### config.mk
export PLATFORM = sky130hd
export DESIGN_NAME = packed_slot_seq
export DESIGN_NICKNAME = d
export VERILOG_FILES = /design/src/rtl/seq_pkg.sv /design/src/rtl/seq_datapath.sv /design/src/rtl/seq_ctrl.sv /design/src/rtl/packed_slot_seq.sv
export SDC_FILE = /design/constraint.sdc
export NUM_CORES = 1
export LEC_CHECK = 0
export BUFFER_PORTS_ARGS = -buffer_cell sky130_fd_sc_hd__buf_4
export CAP_MARGIN = 20
export CELL_PAD_IN_SITES_DETAIL_PLACEMENT = 0
export CELL_PAD_IN_SITES_GLOBAL_PLACEMENT = 1
export CORE_ASPECT_RATIO = 1.5
export CORE_MARGIN = 3
export CORE_UTILIZATION = 44
export CTS_CLUSTER_SIZE = 40
export DETAILED_ROUTE_END_ITERATION = 7
export GPL_ROUTABILITY_DRIVEN = 0
export PLACE_DENSITY_LB_ADDON = 0.15
export SYNTH_ARGS = -nofsm -noshare
export SYNTH_HDL_FRONTEND = slang
export SYNTH_SLANG_ARGS = --single-unit
### constraint.sdc
create_clock -name clk -period 7.5 [get_ports clk]
set_input_delay 1.875 -clock clk [delete_from_list [all_inputs] [get_ports clk]]
set_output_delay 1.875 -clock clk [all_outputs]
set_load 0.01 [all_outputs]
### src/rtl/seq_pkg.sv
package seq_pkg;
  localparam int WORD_W = 16;
  localparam int SLOT_W = 5;
  localparam int NUM_SLOTS = 4;
  localparam int IDX_W = $clog2(NUM_SLOTS);
  localparam int BYTE_W = 8;

  typedef logic [SLOT_W-1:0] opcode_t;

  localparam opcode_t OP_NOP  = 5'd0;
  localparam opcode_t OP_CALL = 5'd1;
  localparam opcode_t OP_JMP  = 5'd2;
  localparam opcode_t OP_LIT  = 5'd4;
  localparam opcode_t OP_LITB = 5'd5;

  typedef struct packed {
    logic loadWord;
    logic captureLit;
    logic advanceSlot;
    logic takeBranch;
    logic finishWord;
    logic litAddrSel;
  } ctrl_t;
endpackage

### src/rtl/seq_datapath.sv
module seq_datapath
  import seq_pkg::*;
#(
  parameter int ADDR_W = 16,
  parameter logic [ADDR_W-1:0] RESET_PC = '0
) (
  input  logic              clk,
  input  logic              rstN,
  input  ctrl_t             ctl,
  input  logic [WORD_W-1:0] imemData,
  input  logic [ADDR_W-1:0] stackTop,
  output opcode_t           curOp,
  output logic              lastSlot,
  output logic [ADDR_W-1:0] imemAddr,
  output logic [WORD_W-1:0] opLiteral,
  output logic [ADDR_W-1:0] opTarget,
  output logic [ADDR_W-1:0] opLink
);
  logic [ADDR_W-1:0] pcQ, litAddrQ;
  logic [WORD_W-1:0] wordQ, litQ;
  logic [IDX_W-1:0]  slotQ;
  logic              byteHalfQ;

  logic [4:0]        remBits;
  logic [ADDR_W-1:0] lowMask;
  logic [ADDR_W-1:0] nextSeq;
  logic [ADDR_W-1:0] litFetch;

  assign lastSlot = (slotQ == IDX_W'(NUM_SLOTS - 1));
  assign remBits  = 5'(WORD_W - 1 - SLOT_W * int'(slotQ));

  always_comb begin
    if (slotQ == '0) curOp = wordQ[WORD_W-1] ? OP_CALL : OP_NOP;
    else             curOp = wordQ[remBits +: SLOT_W];
  end

  assign lowMask = (ADDR_W'(1) << remBits) - ADDR_W'(1);
  assign nextSeq = litAddrQ + ADDR_W'(byteHalfQ);

  always_comb begin
    if (lastSlot) opTarget = stackTop;
    else          opTarget = (pcQ & ~lowMask) | (ADDR_W'(wordQ) & lowMask);
  end

  assign litFetch  = (curOp == OP_LIT) ? nextSeq : litAddrQ;
  assign imemAddr  = ctl.litAddrSel ? litFetch : pcQ;
  assign opLiteral = litQ;
  assign opLink    = nextSeq;

  always_ff @(posedge clk) begin
    if (!rstN) begin
      pcQ       <= RESET_PC;
      litAddrQ  <= '0;
      wordQ     <= '0;
      litQ      <= '0;
      slotQ     <= '0;
      byteHalfQ <= 1'b0;
    end else begin
      if (ctl.loadWord) begin
        wordQ     <= imemData;
        slotQ     <= '0;
        litAddrQ  <= pcQ + ADDR_W'(1);
        byteHalfQ <= 1'b0;
        litQ      <= '0;
      end
      if (ctl.captureLit) begin
        if (curOp == OP_LIT) begin
          litQ      <= imemData;
          litAddrQ  <= nextSeq + ADDR_W'(1);
          byteHalfQ <= 1'b0;
        end else begin
          litQ      <= WORD_W'(byteHalfQ ? imemData[BYTE_W-1:0]
                                         : imemData[WORD_W-1 -: BYTE_W]);
          litAddrQ  <= nextSeq;
          byteHalfQ <= ~byteHalfQ;
        end
      end
      if (ctl.advanceSlot) slotQ <= slotQ + IDX_W'(1);
      if (ctl.takeBranch)  pcQ <= opTarget;
      if (ctl.finishWord)  pcQ <= nextSeq;
    end
  end
endmodule

### src/rtl/seq_ctrl.sv
module seq_ctrl
  import seq_pkg::*;
(
  input  logic    clk,
  input  logic    rstN,
  input  opcode_t curOp,
  input  logic    lastSlot,
  input  logic    opDone,
  output ctrl_t   ctl,
  output logic    opValid
);
  typedef enum logic [2:0] {
    ST_FETCH, ST_LOAD, ST_ISSUE, ST_LITRD, ST_EXEC
  } state_t;

  state_t stateQ, stateNxt;
  logic   isLit, isBranch;

  assign isLit    = (curOp == OP_LIT) || (curOp == OP_LITB);
  assign isBranch = (curOp == OP_CALL) || (curOp == OP_JMP);

  always_comb begin
    ctl      = '0;
    opValid  = 1'b0;
    stateNxt = stateQ;
    unique case (stateQ)
      ST_FETCH: stateNxt = ST_LOAD;
      ST_LOAD: begin
        ctl.loadWord = 1'b1;
        stateNxt     = ST_ISSUE;
      end
      ST_ISSUE: begin
        if (curOp == OP_NOP) begin
          if (lastSlot) begin
            ctl.finishWord = 1'b1;
            stateNxt       = ST_FETCH;
          end else begin
            ctl.advanceSlot = 1'b1;
          end
        end else if (isLit) begin
          ctl.litAddrSel = 1'b1;
          stateNxt       = ST_LITRD;
        end else begin
          stateNxt = ST_EXEC;
        end
      end
      ST_LITRD: begin
        ctl.captureLit = 1'b1;
        ctl.litAddrSel = 1'b1;
        stateNxt       = ST_EXEC;
      end
      ST_EXEC: begin
        opValid = 1'b1;
        if (opDone) begin
          if (isBranch) begin
            ctl.takeBranch = 1'b1;
            stateNxt       = ST_FETCH;
          end else if (lastSlot) begin
            ctl.finishWord = 1'b1;
            stateNxt       = ST_FETCH;
          end else begin
            ctl.advanceSlot = 1'b1;
            stateNxt        = ST_ISSUE;
          end
        end
      end
      default: stateNxt = ST_FETCH;
    endcase
  end

  always_ff @(posedge clk) begin
    if (!rstN) stateQ <= ST_FETCH;
    else       stateQ <= stateNxt;
  end
endmodule

### src/rtl/packed_slot_seq.sv
module packed_slot_seq
  import seq_pkg::*;
#(
  parameter int ADDR_W = 16,
  parameter logic [ADDR_W-1:0] RESET_PC = '0
) (
  input  logic              clk,
  input  logic              rstN,
  output logic [ADDR_W-1:0] imemAddr,
  input  logic [WORD_W-1:0] imemData,
  input  logic [ADDR_W-1:0] stackTop,
  output logic              opValid,
  output logic [SLOT_W-1:0] opCode,
  output logic [WORD_W-1:0] opLiteral,
  output logic [ADDR_W-1:0] opTarget,
  output logic [ADDR_W-1:0] opLink,
  input  logic              opDone
);
  ctrl_t   ctl;
  opcode_t curOp;
  logic    lastSlot;

  seq_ctrl u_ctrl (
    .clk      (clk),
    .rstN     (rstN),
    .curOp    (curOp),
    .lastSlot (lastSlot),
    .opDone   (opDone),
    .ctl      (ctl),
    .opValid  (opValid)
  );

  seq_datapath #(.ADDR_W(ADDR_W), .RESET_PC(RESET_PC)) u_dp (
    .clk       (clk),
    .rstN      (rstN),
    .ctl       (ctl),
    .imemData  (imemData),
    .stackTop  (stackTop),
    .curOp     (curOp),
    .lastSlot  (lastSlot),
    .imemAddr  (imemAddr),
    .opLiteral (opLiteral),
    .opTarget  (opTarget),
    .opLink    (opLink)
  );

  assign opCode = curOp;
endmodule

# Word-level counts from Yosys, hierarchy flattened
# Cells that the tools add are included.
# classes
n_reduce_logical	9
n_addsub	6
eq_ne	11
n_mux	43
shifts	2
multipliers	1
n_bitwise	5
# op_table
operator	count
16-bit two-way mux	11
16-bit by 1-bit adder with 16-bit output (second input constant)	2
16-bit bitwise AND	2
1-bit two-way mux	17
16-bit by 1-bit adder with 16-bit output	1
16-bit NOT	1
16-bit OR	1
16-bit by 6-bit indexed part select with 5-bit output	1
1-bit by 5-bit << shifter with 16-bit output (first input constant)	1
16-bit by 2-bit subtractor with 16-bit output (second input constant)	1
3-bit two-way mux	5
3-bit case mux with 5 select lines	1
5-bit by 3-bit equality test with 1-bit output (second input constant)	2
2-bit two-way mux	4
8-bit two-way mux	1
3-bit by 2-bit equality test with 1-bit output (second input constant)	2
1-bit case mux with 2 select lines	3
2-bit nonzero test	3
5-bit by 1-bit equality test with 1-bit output (second input constant)	1
5-bit by 2-bit equality test with 1-bit output (second input constant)	1
5-bit logical NOT	1
3-bit by 2-bit multiplier with 5-bit output (first input constant)	1
5-bit two-way mux	1
5-bit subtractor (first input constant)	1
other kinds (11)	12
# totals
output_inout_bits	70
ff_bits	70
inputBits	35
word_cells	84

# Depth between registers and ports, before layout
# Gate-level depths: netlist of the first run.
# depth
word_depth	11
ltp_mapped	18
ltp_nobuf	11

# By module
# A second synthesis of the first run with hierarchy kept.
# hier_totals
hier_cells	719
hier_area_um2	5640.4
# modules_own_cells
module	instances	area_per_inst_um2	cells_each	seq_area_each_um2
seq_datapath	1	5355.1	679	1341.3
seq_ctrl	1	285.3	40	60.1

# Worst setup path after synthesis of the first run
# OpenSTA, ideal clock, no wires.
# synth_timing
path_type	reg-to-output
startpoint	register u_dp.slotQ[1]
endpoint	output port imemAddr[9]
required_ns	5.625
stages_incl_launch_ff	17
n_path_buf	6
setup_slack_ns	2.107
arrival_ns	3.518
path_cell_list	dfxtp_1 > buf_2 > buf_4 > inv_1 > ha_1 > buf_2 > buf_4 > mux2i_1 > mux2_2 > o2111a_1 > or3_1 > buf_2 > inv_2 > nand3_1 > clkbuf_1 > or3_1 > a31oi_1
# synth_between
elab_chain_len	10
word_cells_on_any_way	14
cone_classes	1 x add/sub; 1 x mul; 2 x eq/ne; 1 x shift; 6 x mux; 3 x reduce/logical
# synth_rtl
item	line_no	source
from (decl)	seq_datapath.sv:21	logic [IDX_W-1:0] slotQ;
from (signal assigned)	seq_datapath.sv:78	if (ctl.advanceSlot) slotQ <= slotQ + IDX_W'(1);
3-bit by 2-bit multiplier with 5-bit output	seq_datapath.sv:30	assign remBits = 5'(WORD_W - 1 - SLOT_W * int'(slotQ));
5-bit subtractor	seq_datapath.sv:30	
16-bit by 6-bit indexed part select with 5-bit output	seq_datapath.sv:34	else curOp = wordQ[remBits +: SLOT_W];
5-bit two-way mux (*)	seq_datapath.sv:33	if (slotQ == '0) curOp = wordQ[WORD_W-1] ? OP_CALL : OP_NOP;
via opCode[2]	packed_slot_seq.sv:13	output logic [SLOT_W-1:0] opCode,
5-bit by 3-bit equality test with 1-bit output, on equally long branches	seq_datapath.sv:45, seq_ctrl.sv:19	
1-bit logical OR	seq_ctrl.sv:19	assign isLit = (curOp == OP_LIT) || (curOp == OP_LITB);
1-bit two-way mux	seq_ctrl.sv:40	end else if (isLit) begin
1-bit two-way mux	seq_ctrl.sv:33	if (curOp == OP_NOP) begin
1-bit case mux with 2 select lines	seq_ctrl.sv:26	unique case (stateQ)
16-bit two-way mux (*)	seq_datapath.sv:46	assign imemAddr = ctl.litAddrSel ? litFetch : pcQ;
to (decl)	packed_slot_seq.sv:9	output logic [ADDR_W-1:0] imemAddr,
# The timed path passes the listed nets; every way through them passes the cells marked *.

# Worst setup path in the final report of the first run
# layout_timing
startpoint	register u_dp.slotQ[0]
endpoint	output port imemAddr[9]
# layout_between
elab_chain_len	10
word_cells_on_any_way	14
cone_classes	1 x add/sub; 1 x mul; 2 x eq/ne; 1 x shift; 6 x mux; 3 x reduce/logical
# layout_rtl
item	line_no
3-bit by 2-bit multiplier with 5-bit output	seq_datapath.sv:30
5-bit subtractor	seq_datapath.sv:30
16-bit by 6-bit indexed part select with 5-bit output	seq_datapath.sv:34
5-bit two-way mux (*)	seq_datapath.sv:33
5-bit by 3-bit equality test with 1-bit output, on equally long branches	seq_datapath.sv:45, seq_ctrl.sv:19
1-bit logical OR	seq_ctrl.sv:19
1-bit two-way mux	seq_ctrl.sv:40
1-bit two-way mux	seq_ctrl.sv:33
1-bit case mux with 2 select lines	seq_ctrl.sv:26
16-bit two-way mux (*)	seq_datapath.sv:46
# Every way passes the cells marked *; elsewhere a longest branch is shown, timed or not.

==> results.json, run 1 <==
{
  "outcome": "completed",
  "antenna_found_initial": 0,
  "yosysUniqueCellTypes": 72,
  "cts_root_buf": "clkbuf_16",
  "cp-end-kind": "output pin",
  "cp.arrival_ps": 4390,
  "p_per_area_nw_per_um2": 269,
  "fillerInstances": 1211,
  "criticalPathCategory": "reg2out",
  "drc": 0,
  "drive_gt1_share_pct": 21.5,
  "cts_max_level": 3,
  "fin_crit_sh_pct": 83.5,
  "globalRouteOverflowTotal": 0,
  "ctsResizeCount": 0,
  "firstDrtPassIters": 5,
  "worst_setup_path_start_kind": "flip-flop",
  "ant_nets": 0,
  "cts_max_path_buffers": 2,
  "initial_core_util_pct": 45.7,
  "clk_latency_ps": 340,
  "vias": 5952,
  "cts_tree": "built",
  "final_util_pct": 55.2,
  "grt_usage_pct": 27.6,
  "synth_top_area_share_pct": 25.1,
  "leakagePower_nw": 2.69,
  "dieWidth_um": 98.0,
  "skew_ps": 6.40,
  "netlist_top_cells_area": "dfxtp_1 25%, mux2i_1 8.4%, nand2_1 7.7%",
  "coreArea_um2": 12200,
  "drtIter0Drc": 269,
  "finalCriticalPeriod_ps": 6260,
  "cp.required_ps": 5620,
  "grt_pass1_wl_um": 30900,
  "syn-num-nets": 782,
  "syn_area_per_cell_um2": 7.58,
  "report.final.hold_viol_count": 0,
  "r2r_setup_slack_ps": 3280,
  "portBuffers": 104,
  "synth-edff-count": 0,
  "design_area_um2": 6740,
  "syn-cell-area_um2": 5580,
  "vias_per_cell": 6.15,
  "ir_worst_vdd_uv": 120,
  "n_antenna_cell": 0,
  "maxCapViolCount": 0,
  "die-area_um2": 14100,
  "postCtsSetupRepairBufs": 0,
  "ys_seq_elements": 70,
  "detailed_place_hpwl_um": 14600,
  "die_h_um": 144,
  "regArea_um2": 1400,
  "worst_pin_slew_ps": 982,
  "async_flop_share_pct": 0,
  "multi_input_area_um2": 3910,
  "slew_headroom_pct": 34.5,
  "fin_cells": 968,
  "ys_seq_area_share_pct": 25.1,
  "synth_top_area_cell": "dfxtp_1",
  "ys.warnings.count": 0,
  "cts_buffers": 9,
  "syn_to_final_growth_pct": 20.8,
  "setup_viol": 0,
  "layout.nets": 856,
  "placedCellCount": 949,
  "rows": 49,
  "ioPinCount": 105,
  "clk_pin_slew_ps": 70,
  "slew_violations": 0,
  "wirelength_um": 19900,
  "fmax_mhz": 160,
  "grt_max_degree": 48,
  "yosys_most_used_dff": "dfxtp_1",
  "clock-sinks": 70,
  "hold_class": "reg2reg",
  "cts_hold_buf": 0,
  "grt_pass1_vias": 5670,
  "placed_area_um2": 6400,
  "rsz0062_at_grt": "false",
  "crit_fanout": 25,
  "fin_setup_tns_ps": 0,
  "avgRoutedWirePerCell_um": 20.5,
  "syn_inst": 736
}
-- final cells by class --
class                           count  area share [%]
Clock buffer                        9            3.34
Clock inverter                      7            1.13
Inverter                            8           0.464
Multi-Input combinational cell    602            58.0
Sequential cell                    70            20.8
Tap cell                          153            2.84
Timing Repair Buffer              119            13.5
-- where the power goes --
part | switching (mW) | internal, mW
registers | 0.0788 | 0.417
clock network | 0.202 | 0.237
logic | 0.532 | 0.346
total | 0.813 | 1.00
-- path summary, 6_finish.rpt --
kind | start | cells after the start | end
max | u_dp.slotQ[0] | 12 | imemAddr[9]
min | u_dp.opLiteral[7] | 2 | u_dp.opLiteral[7]
max reg2reg | u_dp.slotQ[0] | 12 | u_dp.pcQ[13]
min reg2reg | u_dp.opLiteral[7] | 2 | u_dp.opLiteral[7]
-- registers in the layout (all words and copies together), names as in the netlist --
name            flops
u_ctrl.stateQ       3
u_dp.wordQ         16
u_dp.pcQ           16
u_dp.byteHalfQ      1
u_dp.opLiteral     16
u_dp.slotQ          2
u_dp.litAddrQ      16
-- layer usage --
metal	vias to the layer above	routed length, µm	track usage, %
met4	0	1010	15.2
li1	2805	-	-
met2	303	9570	46.2
met5	-	0	0
met3	69	1450	4.47
met1	2775	7840	33.7
-- metrics by stage --
stage | power, mW | setup slack (ps) | hold WS [ps]
floorplan | 1.07 | 2110 | 446
global placement | 1.35 | 1770 | 435
detailed placement | 1.36 | 1680 | 446
CTS | 1.80 | 1270 | 460
global route | 1.91 | 973 | 489
finish | 1.81 | 1240 | 457
-- layout by cell type (no fill, tap or decap), drive strengths merged, types with 6 or more instances in the layout --
cell type / count
a211o: 6
a211oi: 14
a21oi: 45
a31oi: 13
a32oi: 11
and2: 9
and3: 9
buf: 119
clkbuf: 9
dfxtp: 70
ha: 11
inv: 12
mux2: 9
mux2i: 47
nand2: 114
nand2b: 8
nand3: 25
nand4: 11
nor2: 76
nor3: 15
nor4: 7
o21ai: 39
o221ai: 6
or2: 6
or3: 13
xnor2: 25
xor2: 22
-- cell usage after synthesis (all sizes together), types with 3 or more instances --
cell / instances
or2: 6
nand2b: 8
mux4: 5
o31ai: 3
o21ai: 39
buf: 19
a32o: 3
a21oi: 45
inv: 7
nor3: 15
o211ai: 4
nor3b: 4
o221ai: 6
clkbuf: 37
xor2: 22
or3: 13
nand3b: 3
ha: 11
and3: 9
mux2i: 47
a21o: 4
xnor2: 25
nor2: 76
and4: 5
a211oi: 14
nor4: 7
a211o: 6
nand2: 114
nand4: 11
a31o: 3
and2: 9
o22ai: 3
a32oi: 11
a31oi: 13
nand3: 25
mux2: 9
dfxtp: 70
-- cell families (layout without fill, tap and decap cells) --
family	count (synthesis)	in the layout	synth area share, %
compound gates	170	170	20.6
mux	61	61	12.3
buf+inv	64	143	5.13
flops	70	70	25.1
xor+xnor	47	47	7.51
fa+ha+maj	11	11	2.47
simple gates	313	313	26.8
-- worst max-delay path, stage by stage (launching register included) --
cell and delay (ps):
dfxtp_1 350, inv_2 120, ha_1 870, mux2i_1 210, mux2_2 310, o2111a_1 250, or3_1 350, buf_4 220
inv_2 150, nand3_1 410, or3_1 470, a31oi_1 190, buf_4 150
Note: power is estimated with default switching activity, not from simulation.
==> run 2, diff against run 1 <==
--- a/config.mk
+++ b/config.mk
@@ -5,13 +5,14 @@
 export SDC_FILE = /design/constraint.sdc
 export NUM_CORES = 1
 export LEC_CHECK = 0
+export ABC_AREA = 1
 export BUFFER_PORTS_ARGS = -buffer_cell sky130_fd_sc_hd__buf_4
 export CAP_MARGIN = 20
 export CELL_PAD_IN_SITES_DETAIL_PLACEMENT = 0
 export CELL_PAD_IN_SITES_GLOBAL_PLACEMENT = 1
 export CORE_ASPECT_RATIO = 1.5
 export CORE_MARGIN = 3
-export CORE_UTILIZATION = 44
+export CORE_UTILIZATION = 38
 export CTS_CLUSTER_SIZE = 40
 export DETAILED_ROUTE_END_ITERATION = 7
 export GPL_ROUTABILITY_DRIVEN = 0
==> constraint.sdc (replaced) <==
create_clock -name clk -period 6.03 [get_ports clk]
set_input_delay 1.5075 -clock clk [delete_from_list [all_inputs] [get_ports clk]]
set_output_delay 1.5075 -clock clk [all_outputs]
set_load 0.01 [all_outputs]
==> results.json, run 2 <==
{
  "clock-sinks": 70,
  "setup_viol": 0,
  "layout.nets": 1126,
  "grt_usage_pct": 26.0,
  "r2r_cells": 20,
  "placed_area_um2": 6570,
  "ys_seq_elements": 70,
  "r2r_setup_slack_ps": 2170,
  "drtIter0Drc": 342,
  "final_cell_mix": "314 x nand2_1, 120 x nand3_1, 116 x buf_4",
  "worst_pin_slew_ps": 1040,
  "grt_pass1_vias": 6429,
  "antenna_found_initial": 0,
  "cp-startpoint": "u_dp.slotQ[1]",
  "cts_root_buf": "clkbuf_16",
  "fin_cells": 1281,
  "wirelength_um": 21900,
  "power.switching_mw": 0.583,
  "portBuffers": 104,
  "ys_seq_area_share_pct": 24.7,
  "worst_setup_path_start_kind": "flip-flop",
  "hold_class": "reg2reg",
  "cts_buffers": 9,
  "outcome": "completed",
  "placedCellCount": 1265,
  "criticalPathCategory": "reg2out",
  "die_h_um": 156,
  "globalRouteOverflowTotal": 0,
  "fin_crit_sh_pct": 89.3,
  "yosys_most_used_dff": "dfxtp_1",
  "grt_max_degree": 55,
  "ir_worst_vdd_uv": 121,
  "design_area_um2": 6870,
  "switching_share_pct": 38.4,
  "reg2reg_to": "u_dp.litAddrQ[12]",
  "multi_input_area_um2": 3650,
  "skew_ps": 11.7,
  "rows": 54,
  "synth_top_area_cell": "dfxtp_1",
  "cp.arrival_ps": 3880,
  "netlist_top_cells_area": "dfxtp_1 25%, nand2_1 21%, nand3_1 11%",
  "syn_area_per_cell_um2": 5.69,
  "synth_common_cells": "314 x nand2_1, 120 x nand3_1, 93 x inv_1, 93 x o21ai_0, 88 x a21oi_1",
  "slew_violations": 0,
  "cp-end-kind": "output pin",
  "dieWidth_um": 106,
  "leakagePower_nw": 3.00,
  "fmax_mhz": 186,
  "final_util_pct": 47.1,
  "synth_top_area_share_pct": 24.7,
  "cts_tree": "built",
  "clockPowerShare_pct": 36.0,
  "fillerInstances": 1647,
  "die-area_um2": 16500,
  "ctsResizeCount": 0,
  "seqPwrFrac_pct": 35.3,
  "hold-worst-slack_ps": 465,
  "firstDrtPassIters": 7,
  "maxCapViolCount": 0,
  "ant_nets": 0,
  "timing.rr.start": "u_dp.slotQ[1]",
  "grt_pass1_wl_um": 33800,
  "detailed_place_hpwl_um": 17000,
  "syn_to_final_growth_pct": 21.0,
  "report.final.hold_viol_count": 0,
  "rsz0062_at_grt": "false",
  "vias_per_cell": 5.28,
  "n_antenna_cell": 0,
  "syn-cell-area_um2": 5680,
  "avgRoutedWirePerCell_um": 17.1,
  "yosysMostFrequentCell": "nand2_1",
  "postCtsSetupRepairBufs": 0,
  "cts_hold_buf": 0,
  "clk_latency_ps": 350,
  "p_per_area_nw_per_um2": 221,
  "finalCriticalPeriod_ps": 5390,
  "endpoint": "imemAddr[13]",
  "ys.warnings.count": 0,
  "clk_pin_slew_ps": 70,
  "synth-edff-count": 0,
  "crit_fanout": 20,
  "vias": 6758,
  "cts_max_path_buffers": 2,
  "p_comb_share_pct": 28.6,
  "syn_inst": 998,
  "cp.required_ps": 4520,
  "yosysUniqueCellTypes": 34,
  "drive_gt1_share_pct": 14.7,
  "cts_max_level": 3,
  "final_common_cell": "nand2_1",
  "drc": 0,
  "slew_headroom_pct": 30.8,
  "async_flop_share_pct": 0,
  "internal_power_mw": 0.935,
  "regArea_um2": 1400,
  "syn-num-nets": 1044,
  "ioPinCount": 105,
  "coreArea_um2": 14600,
  "initial_core_util_pct": 38.9,
  "fin_setup_tns_ps": 0
}
[run 2: final cells by class]
class / count / share of cell area (%)
multi-input combinational: 777 / 53.2
clock inverter: 7 / 1.09
tap: 196 / 3.57
sequential: 70 / 20.4
inverter: 106 / 5.79
timing repair buffer: 116 / 12.7
clock buffer: 9 / 3.28
[run 2: how the worst min path moves through the flow]
stage / endpoint / cells after the start / start
2_1_floorplan: u_dp.wordQ[10] / 2 / u_dp.wordQ[10]
3_3_place_gp: u_dp.opLiteral[2] / 2 / u_dp.opLiteral[2]
3_5_place_dp: u_dp.opLiteral[0] / 2 / u_dp.opLiteral[0]
4_1_cts: u_dp.opLiteral[0] / 2 / u_dp.opLiteral[0]
5_1_grt: u_dp.opLiteral[8] / 2 / u_dp.opLiteral[8]
6_report: u_dp.opLiteral[0] / 2 / u_dp.opLiteral[0]
[run 2: routing by layer]
layer	up-vias	track usage (%)	wire length (µm)
met4	0	12.3	916
li1	3427	-	-
met5	-	0	0
met2	196	49.7	11600
met3	54	2.61	820
met1	3081	28.5	8510
[run 2: critical path: stages, from the launching register on]
cell	delay [ps]
dfxtp_1	700
inv_2	180
ha_1	470
inv_2	110
nor2_4	190
nand2_1	80
nand2_1	60
nor2_1	40
nand2_1	60
nand3_1	110
inv_2	90
nand3_2	80
nor2_1	200
nand2_1	120
nand2_1	100
buf_4	180
inv_1	320
o21ai_0	280
buf_4	150
[run 2: cells by family after synthesis]
| kind of cell | count (synthesis) | share of synthesized area, % |
|---|---|---|
| and+or+nand+nor | 557 | 42.1 |
| buffers and inverters | 151 | 11.1 |
| DFF | 70 | 24.7 |
| adders and majority gates | 11 | 2.42 |
| xor gates and xnor gates | 12 | 1.85 |
| AOI/OAI and AO/OA | 197 | 17.8 |
[run 2: stage by stage]
| stage | setup WS (ps) | power [mW] |
|---|---|---|
| global placement | 1130 | 0.981 |
| finish | 643 | 1.52 |
| CTS | 702 | 1.53 |
| floorplan | 1910 | 0.798 |
| detailed placement | 1090 | 0.979 |
| global route | 300 | 1.59 |
[run 2: power by group through the flow]
stage,combinational [mW],clock (mW),sequential [mW]
2_1_floorplan,0.267,0,0.531
3_3_place_gp,0.435,0,0.545
3_5_place_dp,0.434,0,0.545
4_1_cts,0.435,0.556,0.535
5_1_grt,0.481,0.568,0.539
6_report,0.435,0.547,0.536
==> run 3, diff against run 2 <==
==> constraint.sdc (replaced) <==
create_clock -name clk -period 6.03 [get_ports clk]
set_input_delay 0.3015 -clock clk [delete_from_list [all_inputs] [get_ports clk]]
set_output_delay 0.3015 -clock clk [all_outputs]
set_load 0.01 [all_outputs]
==> results.json, run 3 (synthesis gave the netlist of run 2 again) <==
{
  "syn_to_final_growth_pct": 20.6,
  "wirelength_um": 22200,
  "drtIter0Drc": 359,
  "final_cell_mix": "314 x nand2_1, 120 x nand3_1, 112 x buf_4",
  "hold_class": "in2reg",
  "fillerInstances": 1679,
  "cpMostUsedCell": "nand2_1",
  "firstDrtPassIters": 5,
  "avgRoutedWirePerCell_um": 17.4,
  "skew_ps": 13.9,
  "detailed_place_hpwl_um": 17200,
  "drive_gt1_share_pct": 14.3,
  "finalCriticalPeriod_ps": 4590,
  "ir_worst_vdd_uv": 118,
  "die-area_um2": 16500,
  "drc": 0,
  "cts_max_level": 3,
  "grt_max_degree": 71,
  "cts_root_buf": "clkbuf_16",
  "die_h_um": 156,
  "vias": 6699,
  "grt_usage_pct": 26.7,
  "cts_tree": "built",
  "ioPinCount": 105,
  "report.final.hold_viol_count": 0,
  "n_antenna_cell": 0,
  "vias_per_cell": 5.25,
  "rsz0062_at_grt": "false",
  "setup_viol": 0,
  "finalPower_mw": 1.53,
  "cts_max_path_buffers": 2,
  "cp-end-kind": "output pin",
  "cp.arrival_ps": 4290,
  "globalRouteOverflowTotal": 0,
  "slew_violations": 0,
  "final_common_cell": "nand2_1",
  "cts_hold_buf": 0,
  "postCtsSetupRepairBufs": 0,
  "cts_buffers": 9,
  "grt_pass1_wl_um": 34800,
  "ctsResizeCount": 0,
  "leakagePower_nw": 2.98,
  "clock-sinks": 70,
  "worst_setup_path_start_kind": "flip-flop",
  "worst_pin_slew_ps": 1050,
  "ant_nets": 0,
  "grt_pass1_vias": 6462,
  "rows": 54,
  "initial_core_util_pct": 38.9,
  "crit_chain": "inv_2 > ha_1 > inv_2 > nor2_4 > nand2_1 > nand2_1 > nor2_1 > nand2_1 > nand3_1 > inv_2 > nand3_2 > nor2_1 > nand2_1 > nand2_1 > inv_1 > o21ai_0 > buf_4",
  "maxCapViolCount": 0,
  "dieWidth_um": 106,
  "p_per_area_nw_per_um2": 223,
  "fmax_mhz": 218,
  "coreArea_um2": 14600,
  "clk_pin_slew_ps": 70,
  "cp_slowest_stage_delay_ps": 770,
  "criticalPathCategory": "reg2out",
  "antenna_found_initial": 0,
  "cp.required_ps": 5730,
  "portBuffers": 104,
  "outcome": "completed",
  "fin_setup_tns_ps": 0,
  "fin_crit_sh_pct": 76.2,
  "crit_fanout": 23,
  "slew_headroom_pct": 29.7,
  "clk_latency_ps": 340,
  "layout.nets": 1122,
  "slowest_stage": "dfxtp_1"
}
## run 3: report_power, final
part           switching (mW)  internal, mW  total, mW
clock                   0.224         0.334      0.558
combinational           0.292         0.139      0.431
sequential             0.0400         0.499      0.539
## run 3: through the flow
| stage | util [%] | setup WS (ps) | std cells | hold slack (ps) | cell area (µm²) |
|---|---|---|---|---|---|
| 5_1_grt | 46.9 | 910 | 1277 | 225 | 6850 |
| 4_1_cts | 46.9 | 1440 | 1277 | 220 | 6850 |
| 6_report | 46.9 | 1440 | 1277 | 223 | 6850 |
| 3_5_place_dp | 44.8 | 1800 | 1261 | 459 | 6540 |
| 3_3_place_gp | 44.8 | 1880 | 1261 | 455 | 6540 |
| 2_1_floorplan | - | 3110 | 998 | 436 | 5680 |
## run 3: cell type report
type	instances	area, µm²	share of cell area [%]
inverter	106	398	5.81
clock buffer	10	239	3.49
timing repair buffer	112	841	12.3
clock inverter	6	67.6	0.987
multi-input combinational	777	3650	53.4
sequential	70	1400	20.5
tap	196	245	3.58
## run 3: worst max-delay path, delay by kind of cell (launching register included)
kind | cells | cell delay (ps)
compound gates | 1 | 300
fa+ha+maj | 1 | 520
buf+inv | 5 | 1080
simple gates | 10 | 1300
flops | 1 | 770
## run 3: path summary, 6_finish.rpt
check                                        start            endpoint  slack (ps)  cells past startpoint
worst max-delay path                 u_dp.slotQ[0]         imemAddr[1]        1440                     17
worst max register to register       u_dp.slotQ[0]   u_dp.litAddrQ[12]        1930                     19
worst min-delay path                   imemData[1]       u_dp.wordQ[1]         220                      3
worst min register to register  u_dp.opLiteral[15]  u_dp.opLiteral[15]         460                      2
## run 3: routing by layer
layer | vias to the layer above | global-route usage (%) | routed length [µm]
met5 | - | 0 | 0
met4 | 0 | 9.75 | 669
met3 | 32 | 2.11 | 682
met2 | 161 | 52.9 | 12300
met1 | 3091 | 29.2 | 8580
li1 | 3415 | - | -
